[src/rtl/som_pkg.sv]
package som_pkg;
  typedef enum logic [2:0] {
    CAUSE_NONE     = 3'd0,
    CAUSE_FIFO_UND = 3'd1,
    CAUSE_FIFO_OVF = 3'd2,
    CAUSE_OFS_UND  = 3'd3,
    CAUSE_OFS_OVF  = 3'd4,
    CAUSE_PHASE    = 3'd5,
    CAUSE_RESIDUAL = 3'd6
  } cause_e;

  localparam int unsigned NUM_CAUSES = 6;
endpackage

[src/rtl/som_offset_tracker.sv]
module som_offset_tracker #(
  parameter int unsigned OFS_W = 4
) (
  input  logic             clk,
  input  logic             rst_n,
  input  logic             role_tgt,
  input  logic [OFS_W-1:0] max_offset,
  input  logic             req_pulse,
  input  logic             ack_pulse,
  input  logic             phase_chg,
  input  logic             zero_req,
  output logic             ofs_under_evt,
  output logic             ofs_over_evt,
  output logic             phase_evt
);
  localparam int unsigned SUM_W = OFS_W + 1;

  logic [OFS_W-1:0] offset_q;
  logic [SUM_W-1:0] with_req;
  logic [SUM_W-1:0] next_ofs;
  logic             sync_mode;
  logic             would_under;
  logic             would_over;
  logic             take_ack;

  always_comb begin
    sync_mode   = (max_offset != '0);
    with_req    = {1'b0, offset_q} + SUM_W'(sync_mode && req_pulse);
    would_under = sync_mode && ack_pulse && (with_req == '0);
    take_ack    = sync_mode && ack_pulse && !would_under;
    next_ofs    = with_req - SUM_W'(take_ack);
    would_over  = sync_mode && (next_ofs > {1'b0, max_offset});
  end

  assign ofs_under_evt = would_under && role_tgt;
  assign ofs_over_evt  = would_over && !role_tgt;
  assign phase_evt     = phase_chg && !role_tgt && (offset_q != '0);

  always_ff @(posedge clk or negedge rst_n) begin
    if (!rst_n) begin
      offset_q <= '0;
    end else if (zero_req) begin
      offset_q <= '0;
    end else if (would_over) begin
      offset_q <= max_offset;
    end else begin
      offset_q <= next_ofs[OFS_W-1:0];
    end
  end

  p_zero_after_start_r9: assert property (@(posedge clk) disable iff (!rst_n)
    zero_req |=> (offset_q == '0));

  p_async_idle_r8: assert property (@(posedge clk) disable iff (!rst_n)
    (max_offset == '0 && offset_q == '0) |=> (offset_q == '0));

  p_req_ack_balance_r7: assert property (@(posedge clk) disable iff (!rst_n)
    (req_pulse && ack_pulse && !zero_req && max_offset != '0 && offset_q <= max_offset)
      |=> $stable(offset_q));
endmodule

[src/rtl/som_fifo_checker.sv]
module som_fifo_checker #(
  parameter int unsigned FIFO_DEPTH = 8,
  parameter int unsigned CNT_W      = $clog2(FIFO_DEPTH + 1)
) (
  input  logic             fifo_rd,
  input  logic             fifo_wr,
  input  logic [CNT_W-1:0] fifo_count,
  input  logic             xfer_start,
  input  logic             xfer_sync_rx,
  output logic             fifo_under_evt,
  output logic             fifo_over_evt,
  output logic             residual_evt
);
  localparam logic [CNT_W-1:0] FULL_CNT = CNT_W'(FIFO_DEPTH);

  logic is_empty;
  logic is_full;

  always_comb begin
    is_empty       = (fifo_count == '0);
    is_full        = (fifo_count >= FULL_CNT);
    fifo_under_evt = fifo_rd && is_empty;
    fifo_over_evt  = fifo_wr && !fifo_rd && is_full;
    residual_evt   = xfer_start && !xfer_sync_rx && !is_empty;
  end
endmodule

[src/rtl/som_err_latch.sv]
module som_err_latch
  import som_pkg::*;
#(
  parameter int unsigned N = NUM_CAUSES
) (
  input  logic         clk,
  input  logic         rst_n,
  input  logic [N:1]   events,
  input  logic         err_clr,
  output logic         gross_err,
  output logic [2:0]   err_cause
);
  cause_e pick;
  logic   flag_q;
  cause_e code_q;

  always_comb begin
    pick = CAUSE_NONE;
    for (int i = N; i >= 1; i--) begin
      if (events[i]) pick = cause_e'(i);
    end
  end

  always_ff @(posedge clk or negedge rst_n) begin
    if (!rst_n) begin
      flag_q <= 1'b0;
      code_q <= CAUSE_NONE;
    end else if (err_clr) begin
      flag_q <= 1'b0;
      code_q <= CAUSE_NONE;
    end else if (!flag_q && pick != CAUSE_NONE) begin
      flag_q <= 1'b1;
      code_q <= pick;
    end
  end

  assign gross_err = flag_q;
  assign err_cause = code_q;

  p_clear_wins_r13: assert property (@(posedge clk) disable iff (!rst_n)
    err_clr |=> (!gross_err && err_cause == 3'd0));

  p_sticky_hold_r10: assert property (@(posedge clk) disable iff (!rst_n)
    (gross_err && !err_clr) |=> (gross_err && $stable(err_cause)));

  p_code_valid_r10: assert property (@(posedge clk) disable iff (!rst_n)
    gross_err |-> (err_cause != 3'd0 && err_cause <= 3'(N)));
endmodule

[src/rtl/scsi_offset_monitor.sv]
module scsi_offset_monitor
  import som_pkg::*;
#(
  parameter int unsigned OFS_W      = 4,
  parameter int unsigned FIFO_DEPTH = 8,
  parameter int unsigned CNT_W      = $clog2(FIFO_DEPTH + 1)
) (
  input  logic             clk,
  input  logic             rst_n,
  input  logic             role_tgt,
  input  logic [OFS_W-1:0] max_offset,
  input  logic             req_pulse,
  input  logic             ack_pulse,
  input  logic             phase_chg,
  input  logic             xfer_start,
  input  logic             xfer_sync_rx,
  input  logic             fifo_rd,
  input  logic             fifo_wr,
  input  logic [CNT_W-1:0] fifo_count,
  input  logic             err_clr,
  output logic             gross_err,
  output logic [2:0]       err_cause
);
  logic [NUM_CAUSES:1] events;
  logic fifo_under_evt, fifo_over_evt, residual_evt;
  logic ofs_under_evt, ofs_over_evt, phase_evt;

  som_offset_tracker #(.OFS_W(OFS_W)) u_tracker (
    .clk           (clk),
    .rst_n         (rst_n),
    .role_tgt      (role_tgt),
    .max_offset    (max_offset),
    .req_pulse     (req_pulse),
    .ack_pulse     (ack_pulse),
    .phase_chg     (phase_chg),
    .zero_req      (xfer_start || err_clr),
    .ofs_under_evt (ofs_under_evt),
    .ofs_over_evt  (ofs_over_evt),
    .phase_evt     (phase_evt)
  );

  som_fifo_checker #(.FIFO_DEPTH(FIFO_DEPTH), .CNT_W(CNT_W)) u_fifo_chk (
    .fifo_rd        (fifo_rd),
    .fifo_wr        (fifo_wr),
    .fifo_count     (fifo_count),
    .xfer_start     (xfer_start),
    .xfer_sync_rx   (xfer_sync_rx),
    .fifo_under_evt (fifo_under_evt),
    .fifo_over_evt  (fifo_over_evt),
    .residual_evt   (residual_evt)
  );

  always_comb begin
    events    = '0;
    events[1] = fifo_under_evt;
    events[2] = fifo_over_evt;
    events[3] = ofs_under_evt;
    events[4] = ofs_over_evt;
    events[5] = phase_evt;
    events[6] = residual_evt;
  end

  som_err_latch #(.N(NUM_CAUSES)) u_latch (
    .clk       (clk),
    .rst_n     (rst_n),
    .events    (events),
    .err_clr   (err_clr),
    .gross_err (gross_err),
    .err_cause (err_cause)
  );

  p_empty_read_r1: assert property (@(posedge clk) disable iff (!rst_n)
    (fifo_rd && fifo_count == '0 && !err_clr && !gross_err) |=> (err_cause == 3'd1));

  p_residual_r6: assert property (@(posedge clk) disable iff (!rst_n)
    (xfer_start && !xfer_sync_rx && fifo_count != '0 && !err_clr && !gross_err)
      |=> gross_err);
endmodule

[config.mk]
export PLATFORM = sky130hd
export DESIGN_NAME = scsi_offset_monitor
export DESIGN_NICKNAME = d
export VERILOG_FILES = /design/src/rtl/som_pkg.sv /design/src/rtl/som_offset_tracker.sv /design/src/rtl/som_fifo_checker.sv /design/src/rtl/som_err_latch.sv /design/src/rtl/scsi_offset_monitor.sv
export SDC_FILE = /design/constraint.sdc
export NUM_CORES = 1
export LEC_CHECK = 0
export BUFFER_PORTS_ARGS = -buffer_cell sky130_fd_sc_hd__buf_2
export CAP_MARGIN = 40
export CELL_PAD_IN_SITES_DETAIL_PLACEMENT = 0
export CELL_PAD_IN_SITES_GLOBAL_PLACEMENT = 1
export CORE_UTILIZATION = 40
export DETAILED_ROUTE_END_ITERATION = 12
export PLACE_DENSITY_LB_ADDON = 0.25
export SLEW_MARGIN = 20
export SYNTH_ARGS = -nofsm -noshare
export SYNTH_HDL_FRONTEND = slang
export SYNTH_SLANG_ARGS = --single-unit
export TNS_END_PERCENT = 20
[constraint.sdc]
create_clock -name clk -period 8.69 [get_ports clk]
set_clock_uncertainty 0.2 [all_clocks]
set_input_delay 2.1725 -clock clk [delete_from_list [all_inputs] [get_ports clk]]
set_output_delay 2.1725 -clock clk [all_outputs]
set_load 0.02 [all_outputs]
==> results.py, run 1 <==
metrics = {
    "run_status": {
        "status": "complete, but fails checks",
        "violations": "design-rule violations",
    },
    "timing": {
        "whs_ns": 0.4156,
        "fin_crit_sh_pct": 77.66,
        "max_freq_ghz": 0.1482,
        "period_needed_ns": 6.749,
        "setup_violations": 0,
        "worst_slack_ns": 1.941,
        "setup_tns_ns": 0,
        "tightest_slew_ns": 0.5715,
        "rsz0062_at_grt": "no",
        "relSlewSlack_pct": 61.57,
        "final_max_slew_viol_count": 0,
        "hold_viol": 0,
    },
    "clock_network": {
        "cts_root_buffer": "clkbuf_4",
        "clk_latency_ns": 0.25,
        "path_clk_slew_ns": 0.05,
        "postCtsSetupBuffers": 0,
        "clock_tree.buffer_depth": 2,
        "cts_buffers": 3,
        "cts_tree": "yes",
        "clock_sinks": 8,
        "holdBufCountCts": 0,
        "cts_resized": 0,
        "cts_htree_levels": 1,
    },
    "setup_path": {
        "crit_slowest_cell": "or4_1",
        "path_common_cell": "ha_1",
        "cp_cell_sequence": "buf_2 -> or4_1 -> and2_2 -> ha_1 -> ha_1 -> or3_2 -> o211a_1 -> ha_1 -> nand2b_1 -> o2111ai_1 -> o21ai_0 -> xor2_1 -> ha_1 -> nand4_1 -> nand2_1 -> a211o_1 -> and3_2 -> a21o_1 -> a221o_1",
        "path_buf_inv": 1,
        "critPathRequiredTime_ns": 8.62,
        "critPathTopFamily": "simple AND/OR/NAND/NOR gates",
        "cp-start-kind": "primary input",
        "worstPathMaxFanout": 6,
        "cp-end-kind": "register",
        "worstPathArrival_ns": 6.68,
        "max_stage_delay_ns": 0.66,
        "worstSetupPathType": "in -> reg",
    },
    "synthesis": {
        "synth_cell_types": 41,
        "yosysSeqAreaShare_pct": 24.17,
        "synth-edff-count": 0,
        "synth_area_um2": 828.3,
        "synth_area_per_cell_um2": 8.906,
        "ys_async_sr_fraction_pct": 100.0,
        "synthCells": 93,
        "ys_warn_count": 0,
        "ys_ff_latch": 8,
        "synth_nets": 120,
        "synthFlopType": "dfrtp_1",
    },
    "detailed_routing": {
        "wl_um": 1875,
        "routedWlPerCell_um": 13.30,
        "drt_iter0_markers": 14,
        "vias_per_cell": 5.426,
        "firstDrtPassIters": 9,
        "dr_total_vias": 765,
        "drc": 1,
        "ant_nets": 0,
    },
    "layout": {
        "synthToLayoutAreaGrowth_pct": 16.77,
        "final_common_cell": "buf_2",
        "nFillCells": 206,
        "mostFrequentLayoutCells": "22 x buf_2, 8 x inv_1, 8 x ha_1, 8 x dfrtp_1, 6 x nor2_1",
        "utilization_pct": 49.30,
        "fin_nets": 143,
        "drive_gt1_share_pct": 28.95,
        "antenna_cells": 0,
    },
    "placement": {
        "dp_slack_ns": 1.718,
        "hpwl_um": 1574,
        "place_congestion": 0.8190,
        "portBuffers": 22,
    },
    "pwr": {
        "ir_drop_mv": 0.1913,
        "power_w": 0.0003283,
        "cellPowerDensity_mw_per_mm2": 339.5,
        "p_leak_nw": 0.4904,
    },
    "die": {
        "std_cell_rows": 16,
        "ioPinCount": 23,
        "start_util_pct": 42.22,
        "dieArea_mm2": 0.002257,
        "die_x_um": 47.51,
        "die_h_um": 47.51,
        "coreArea_mm2": 0.001962,
    },
    "grt": {
        "grt.overflow.total": 0,
        "grt_pass1_vias": 660,
        "grt_util_all_layers_pct": 18.58,
        "grt_pass1_wl_um": 2891,
        "grt_max_degree": 11,
        "antenna_found_initial": 0,
    },
    "hold_path": {
        "hp-class": "reg -> reg",
    },
    "flow_run": {
        "maxCapViolCount": 0,
    },
}
==> power breakdown <==
| group | total, W | switching (W) | internal, W |
|---|---|---|---|
| combinational | 0.000233 | 0.000129 | 0.000103 |
| clock | 0.0000278 | 0.0000120 | 0.0000158 |
| sequential | 0.0000680 | 0.0000163 | 0.0000517 |
| total | 0.000328 | 0.000158 | 0.000171 |
==> layer usage <==
metal  part of all wire, %  up-vias  GRT usage (%)
met3                   4.2        2          3.396
met4                  0.21        0          3.429
li1                      -      398              -
met5                     0        -              0
met1                    51      343          27.75
met2                    44       22          27.95
==> layout make-up <==
| class | instances | area, um^2 | share of cell area (%) |
|---|---|---|---|
| clock buffer | 3 | 22.52 | 2.329 |
| inverter | 8 | 30.03 | 3.105 |
| multi-input combinational | 73 | 570.5 | 58.99 |
| sequential | 8 | 200.2 | 20.70 |
| tap | 27 | 33.78 | 3.493 |
| timing repair buffer | 22 | 110.1 | 11.38 |
==> worst min-delay path: cells and delay by family, from the launching register on <==
kind	cells	cell delay [ns]
AO/OA/AOI/OAI	2	0.23
flip-flops	1	0.34
==> Yosys cell counts, types with 2 or more instances <==
| cell | count | area [um^2] |
|---|---|---|
| dfrtp_1 | 8 | 200.2 |
| ha_1 | 8 | 100.1 |
| inv_1 | 8 | 30.03 |
| nor2_1 | 6 | 22.52 |
| a21oi_1 | 5 | 25.02 |
| nor3b_1 | 4 | 30.03 |
| buf_4 | 3 | 22.52 |
| nand2_1 | 3 | 11.26 |
| nor2b_1 | 3 | 18.77 |
| a2111oi_2 | 2 | 30.03 |
| a21o_1 | 2 | 15.01 |
| a221o_1 | 2 | 20.02 |
| a32o_1 | 2 | 20.02 |
| mux2i_1 | 2 | 20.02 |
| nand3_1 | 2 | 10.01 |
| nand3b_1 | 2 | 15.01 |
| nor3_1 | 2 | 10.01 |
| nor4_1 | 2 | 12.51 |
| o211a_1 | 2 | 20.02 |
| o211ai_1 | 2 | 15.01 |
| o21ai_0 | 2 | 10.01 |
| xnor2_1 | 2 | 17.52 |
==> kinds of logic (layout without fill, tap and decap cells) <==
kind of cell    Yosys count  count (layout)  synth area share [%]
buf+inv                  12              33                 6.948
simple gates             33              33                 23.72
compound gates           27              27                 27.49
flops                     8               8                 24.17
fa+ha+maj                 8               8                 12.09
xor+xnor                  3               3                 3.173
mux                       2               2                 2.417
==> through the flow <==
| step | instance area [um^2] | instances |
|---|---|---|
| after floorplan | 828.3 | 93 |
| after global placement | 944.7 | 138 |
| after detailed placement | 944.7 | 138 |
| after CTS | 967.2 | 141 |
| after global routing | 967.2 | 141 |
| final | 967.2 | 141 |
==> final timing paths <==
kind                                                   from                                to  slack [ns]  depth (start not counted)
max                                           max_offset[1]  u_latch.err_cause[1]$_DFFE_PN0P_        1.94                         19
min                        u_latch.err_cause[2]$_DFFE_PN0P_  u_latch.err_cause[2]$_DFFE_PN0P_        0.42                          2
max reg2reg                 u_tracker.offset_q[0]$_DFF_PN0_  u_latch.err_cause[1]$_DFFE_PN0P_        4.49                         16
min reg2reg                u_latch.err_cause[2]$_DFFE_PN0P_  u_latch.err_cause[2]$_DFFE_PN0P_        0.42                          2
max in group asynchronous                             rst_n   u_tracker.offset_q[2]$_DFF_PN0_        6.57                          1
min in group asynchronous                             rst_n  u_latch.err_cause[2]$_DFFE_PN0P_        1.55                          1
==> sequential cells by signal, indices dropped and copies added (netlist names) <==
name                count
u_latch.gross_err       1
u_tracker.offset_q      4
u_latch.err_cause       3
Note: power is estimated with default switching activity, not from simulation.
==> run 2, diff against run 1 <==
- CORE_UTILIZATION: 40 -> 34
- clock period: 8.69 -> 5.9 ns (I/O delays scaled with it)
==> results.py, run 2 (synthesis gave the netlist of run 1 again) <==
metrics = {
    "layout": {
        "top_register": "u_tracker.offset_q",
        "largest_reg_flops": 4,
        "mostFrequentLayoutCells": "22 x buf_2, 14 x buf_4, 8 x inv_1, 8 x dfrtp_1, 6 x nor2_1",
        "final_common_cell": "buf_2",
        "antenna_cells": 0,
        "fin_cells": 156,
        "seqCellArea_um2": 200.2,
        "synthToLayoutAreaGrowth_pct": 32.93,
        "fin_nets": 157,
        "nFillCells": 222,
        "multi_input_area_um2": 598.1,
        "drive_gt1_share_pct": 40.63,
    },
    "die": {
        "coreArea_mm2": 0.002255,
        "dieArea_mm2": 0.002637,
        "ioPinCount": 23,
        "std_cell_rows": 17,
        "start_util_pct": 36.74,
        "die_x_um": 51.36,
        "die_h_um": 51.36,
    },
    "placement": {
        "hpwl_um": 1772,
        "place_congestion": 0.8003,
        "portBuffers": 22,
        "place_inst": 153,
    },
    "timing": {
        "setup_violations": 0,
        "period_needed_ns": 5.701,
        "tightest_slew_ns": 0.5277,
        "fin_crit_sh_pct": 96.62,
        "max_freq_ghz": 0.1754,
        "hold_viol": 0,
        "final_max_slew_viol_count": 0,
        "relSlewSlack_pct": 64.52,
        "setup_tns_ns": 0,
    },
    "pwr": {
        "cellPowerDensity_mw_per_mm2": 502.0,
        "ir_drop_mv": 0.2537,
        "p_leak_nw": 0.5555,
        "power_w": 0.0005528,
    },
    "grt": {
        "grt.overflow.total": 0,
        "antenna_found_initial": 0,
        "grt_pass1_wl_um": 3726,
        "grt_pass1_vias": 843,
        "grt_util_all_layers_pct": 18.65,
        "grt_max_degree": 11,
    },
    "detailed_routing": {
        "wl_um": 2111,
        "dr_total_vias": 832,
        "firstDrtPassIters": 5,
        "vias_per_cell": 5.333,
        "drc": 0,
        "drt_iter0_markers": 6,
        "ant_nets": 0,
        "routedWlPerCell_um": 13.53,
    },
    "setup_path": {
        "worstPathArrival_ns": 5.62,
        "cp_cell_sequence": "buf_2 -> or4_4 -> and2_2 -> ha_2 -> ha_4 -> or3_2 -> o211a_1 -> ha_2 -> nand2b_1 -> o2111ai_2 -> o21ai_1 -> xor2_1 -> ha_1 -> nand4_1 -> nand2_1 -> a211o_1 -> and3_2 -> a21o_1 -> a221o_1",
        "startpoint": "max_offset[1]",
        "worstPathMaxFanout": 3,
        "cp-start-kind": "primary input",
        "path_common_cell": "ha_2",
        "worstSetupPathType": "in -> reg",
        "critPathRequiredTime_ns": 5.82,
        "crit_slowest_cell": "or4_4",
        "r2r_start": "u_tracker.offset_q[0]$_DFF_PN0_",
        "critPathTopFamily": "simple AND/OR/NAND/NOR gates",
        "cp-end-kind": "register",
        "max_stage_delay_ns": 0.52,
        "path_buf_inv": 1,
    },
    "clock_network": {
        "cts_root_buffer": "clkbuf_4",
        "path_clk_slew_ns": 0.05,
        "cts_tree": "yes",
        "cts_htree_levels": 1,
        "cts_buffers": 3,
        "clock_sinks": 8,
        "clock_tree.buffer_depth": 2,
        "clk_latency_ns": 0.24,
    },
    "hold_path": {
        "hp-class": "reg -> reg",
        "min_from": "u_latch.err_cause[2]$_DFFE_PN0P_",
    },
    "flow_run": {
        "maxCapViolCount": 0,
    },
    "run_status": {
        "status": "finished clean",
    },
}
[run 2: changes by cell type in the layout (fill, tap and decap cells not counted), sizes merged]
cell,previous run,this run
buf,22,36
[run 2: layer usage]
metal / global-route usage, % / part of all wire (%)
met4: 4.054 / 0
met3: 1.786 / 2.7
met1: 26.76 / 50
met2: 30.04 / 48
met5: 0 / 0
[run 2: worst min-delay path, delay by kind of cell, from the launching register on]
family | cells | cell delay (ns)
compound gates | 2 | 0.21
flops | 1 | 0.38
[run 2: through the flow]
step | hold slack [ns] | util, % | area (um^2) | setup WS [ns]
after floorplan | 0.4833 | - | 828.3 | 0.05192
after global placement | 0.4253 | 46.61 | 1051 | -0.07483
after detailed placement | 0.4240 | 46.61 | 1051 | -0.1321
after CTS | 0.4349 | 47.61 | 1074 | 0.1191
after global routing | 0.4558 | 48.83 | 1101 | -0.01821
final | 0.4370 | 48.83 | 1101 | 0.1994
[run 2: layout make-up]
type,instances,area share (%)
Sequential cell,8,18.18
Tap cell,28,3.182
Timing Repair Buffer,36,19.55
Multi-Input combinational cell,73,54.32
Inverter,8,2.727
Clock buffer,3,2.045
[run 2: timing repair]
| item | in CTS | in global routing |
|---|---|---|
| setup buffers | 0 | 0 |
| setup endpoints to repair | 0 | 7 |
| hold buffers | 0 | 0 |
| gates resized for setup | 0 | 6 |
[run 2: where the power goes]
| part | total (W) | internal, W | leakage, nW | switching, W |
|---|---|---|---|---|
| clock network | 0.0000388 | 0.0000231 | 0.0138 | 0.0000157 |
| logic | 0.000412 | 0.000203 | 0.435 | 0.000209 |
| registers | 0.000102 | 0.0000762 | 0.107 | 0.0000263 |
| total | 0.000553 | 0.000302 | 0.556 | 0.000251 |
[run 2: final timing paths]
check	end	slack [ns]	cells past startpoint
setup / recovery	u_latch.err_cause[1]$_DFFE_PN0P_	0.20	19
hold / removal	u_latch.err_cause[2]$_DFFE_PN0P_	0.44	2
setup reg to reg	u_latch.err_cause[1]$_DFFE_PN0P_	1.87	16
hold reg to reg	u_latch.err_cause[2]$_DFFE_PN0P_	0.44	2
max in group asynchronous	u_tracker.offset_q[0]$_DFF_PN0_	4.48	1
min in group asynchronous	u_latch.gross_err$_DFFE_PN0P_	0.86	1
==> run 3, diff against run 2 <==
- ABC_AREA: default -> 1
- CORE_UTILIZATION: 34 -> 31
- clock period: 5.9 -> 5 ns (I/O delays scaled with it)
==> results.py, run 3 <==
metrics = {
    "run_status": {
        "status": "complete, but fails checks",
        "violations": "design-rule violations",
    },
    "setup_path": {
        "worstPathArrival_ns": 4.55,
        "worstSetupPathType": "in -> reg",
        "worstPathMaxFanout": 6,
        "cp-end-kind": "register",
        "cp-start-kind": "primary input",
        "critPathRequiredTime_ns": 4.93,
    },
    "grt": {
        "grt_util_all_layers_pct": 14.48,
        "use_met1_pct": 18.04,
        "grt_max_degree": 9,
        "grt.overflow.total": 0,
        "grt_util_met2_pct": 24.89,
        "grt_pass1_wl_um": 2967,
        "antenna_found_initial": 0,
        "grt_pass1_vias": 760,
        "grt_busiest_layer": "met2",
        "use_met3_pct": 2.899,
    },
    "detailed_routing": {
        "ant_nets": 0,
        "dr_total_vias": 822,
        "drc": 1,
        "routedWlPerCell_um": 10.31,
        "drt_iter0_markers": 19,
        "wl_um": 1815,
        "vias_per_cell": 4.670,
        "firstDrtPassIters": 10,
    },
    "timing": {
        "whs_ns": 0.3000,
        "rsz0062_at_grt": "no",
        "hold_viol": 0,
        "max_freq_ghz": 0.2165,
        "setup_tns_ns": 0,
        "final_max_slew_viol_count": 0,
        "fin_crit_sh_pct": 92.36,
        "tightest_slew_ns": 0.2355,
        "relSlewSlack_pct": 84.18,
        "setup_violations": 0,
        "period_needed_ns": 4.618,
    },
    "synthesis": {
        "synth_top_family_by_area": "simple AND/OR/NAND/NOR gates",
        "synthCells": 121,
        "ys_warn_count": 0,
        "synthMuxAreaShare_pct": 0,
        "ys_async_sr_fraction_pct": 100.0,
        "synth_area_per_cell_um2": 6.618,
        "ys_ff_latch": 8,
        "synth_fa_ha_area_share_pct": 12.50,
        "synth.most_common_cell": "inv_1",
        "synth_area_um2": 800.8,
        "yosysSeqAreaShare_pct": 25.00,
        "synth_area_leaders": "dfrtp_1 25%, inv_1 13%, ha_1 13%",
        "synth_cell_types": 20,
        "synth_area_leader_cell": "dfrtp_1",
        "synthFlopType": "dfrtp_1",
        "synth_compound_area_share_pct": 7.813,
        "ys_top_cells_by_count": "27 x inv_1, 21 x nand2_1, 12 x nand3_1",
        "synth-edff-count": 0,
        "synth_top_area_share_pct": 25.00,
        "synthSimpleGateAreaFrac_pct": 39.38,
        "synth_nets": 148,
        "yosys.area_share.xor_xnor_pct": 2.188,
    },
    "layout": {
        "antenna_cells": 0,
        "final_common_cell": "inv_1",
        "top_register": "u_tracker.offset_q",
        "fin_nets": 175,
        "fin_cells": 176,
        "synthToLayoutAreaGrowth_pct": 21.25,
        "drive_gt1_share_pct": 25.34,
        "largest_reg_flops": 4,
        "mostFrequentLayoutCells": "27 x inv_1, 22 x buf_2, 21 x nand2_1",
        "postLayoutCellArea_um2": 970.9,
        "utilization_pct": 39.55,
    },
    "die": {
        "die_x_um": 52.83,
        "die_h_um": 52.83,
        "ioPinCount": 23,
        "std_cell_rows": 18,
        "dieArea_mm2": 0.002790,
        "start_util_pct": 32.62,
        "coreArea_mm2": 0.002455,
    },
    "hold_path": {
        "hp-class": "reg -> reg",
    },
    "placement": {
        "portBuffers": 22,
        "place_inst": 173,
        "place_area_um2": 948.4,
        "hpwl_um": 1566,
        "place_congestion": 0.8121,
    },
    "pwr": {
        "p_leak_nw": 0.6011,
        "cellPowerDensity_mw_per_mm2": 487.2,
        "ir_drop_mv": 0.2162,
    },
    "clock_network": {
        "cts_tree": "yes",
        "cts_resized": 0,
        "clock_sinks": 8,
        "path_clk_slew_ns": 0.06,
        "cts_root_buffer": "clkbuf_4",
        "cts_htree_levels": 1,
        "holdBufCountCts": 0,
        "cts_buffers": 3,
        "clock_tree.buffer_depth": 2,
        "clk_latency_ns": 0.25,
        "postCtsSetupBuffers": 0,
    },
    "flow_run": {
        "maxCapViolCount": 0,
    },
}
-- run 3: changes by cell type after synthesis, moves of 4 or more --
| cell | before | now |
|---|---|---|
| inv_1 | 8 | 27 |
| nand2_1 | 3 | 21 |
| nand3_1 | 2 | 12 |
| nand2_2 | 0 | 8 |
| nor2_1 | 6 | 11 |
| nor3b_1 | 4 | 0 |
-- run 3: layer usage --
metal	part of all wire, %	up-vias	wire (um)
met1	48	362	880
met3	4.4	0	79
li1	-	438	-
met5	0	-	0
met2	47	22	856
met4	0	0	0
-- run 3: final timing paths --
check,start,endpoint,slack [ns],cells after the start
setup / recovery,max_offset[1],u_latch.err_cause[1]$_DFFE_PN0P_,0.38,28
max in group asynchronous,rst_n,u_tracker.offset_q[1]$_DFF_PN0_,3.80,1
hold reg to reg,u_latch.err_cause[2]$_DFFE_PN0P_,u_latch.err_cause[2]$_DFFE_PN0P_,0.30,2
min in group asynchronous,rst_n,u_latch.err_cause[2]$_DFFE_PN0P_,0.63,1
hold / removal,u_latch.err_cause[2]$_DFFE_PN0P_,u_latch.err_cause[2]$_DFFE_PN0P_,0.30,2
setup reg to reg,u_tracker.offset_q[0]$_DFF_PN0_,u_latch.err_cause[1]$_DFFE_PN0P_,1.53,24
-- run 3: area by class of cell --
| cell class | instances | area [um^2] |
|---|---|---|
| clock buffers | 3 | 22.52 |
| fillers | 270 | 1484 |
| inverters | 28 | 105.1 |
| multi-input cells | 85 | 495.5 |
| flip-flops and latches | 8 | 200.2 |
| well taps | 30 | 37.54 |
| repair buffers | 22 | 110.1 |
-- run 3: worst max-delay path: stages --
cell and delay [ns]:
buf_2 0.11, nor2_1 0.11, nand3_1 0.14, and2_1 0.18, ha_1 0.20, ha_1 0.22, nand2_2 0.10, nand2_2 0.08
a21oi_1 0.18, a21oi_1 0.09, ha_1 0.20, ha_1 0.21, xor2_1 0.22, ha_1 0.26, nand2_1 0.05, inv_1 0.04
nand2_1 0.06, nand2_1 0.04, nand2_1 0.08, nand3_2 0.09, nand2_2 0.13, nand2_2 0.06, nand2_2 0.06, nand2_2 0.06
nand3_2 0.11, nand2_2 0.07, nand3_1 0.07, nand2_1 0.06
-- run 3: metrics by stage --
step	total power [W]	worst slack, ns
after detailed placement	0.0004253	0.1470
after floorplan	0.0003486	0.6103
after global placement	0.0004242	0.2001
final	0.0004730	0.3819
after global routing	0.0005297	0.07120
after CTS	0.0004776	0.3881
-- run 3: logic make-up (layout without fill, tap and decap cells) --
| logic type | after synthesis | after routing |
|---|---|---|
| fa+ha+maj | 8 | 8 |
| flops | 8 | 8 |
| xor+xnor | 2 | 2 |
| buf+inv | 28 | 53 |
| compound gates | 11 | 11 |
| simple gates | 64 | 64 |
-- run 3: where the power goes --
group,internal [W],switching [W],total (W)
Combinational,0.000119,0.000203,0.000322
Clock,0.0000275,0.0000218,0.0000492
Sequential,0.0000854,0.0000164,0.000102
Total,0.000232,0.000241,0.000473
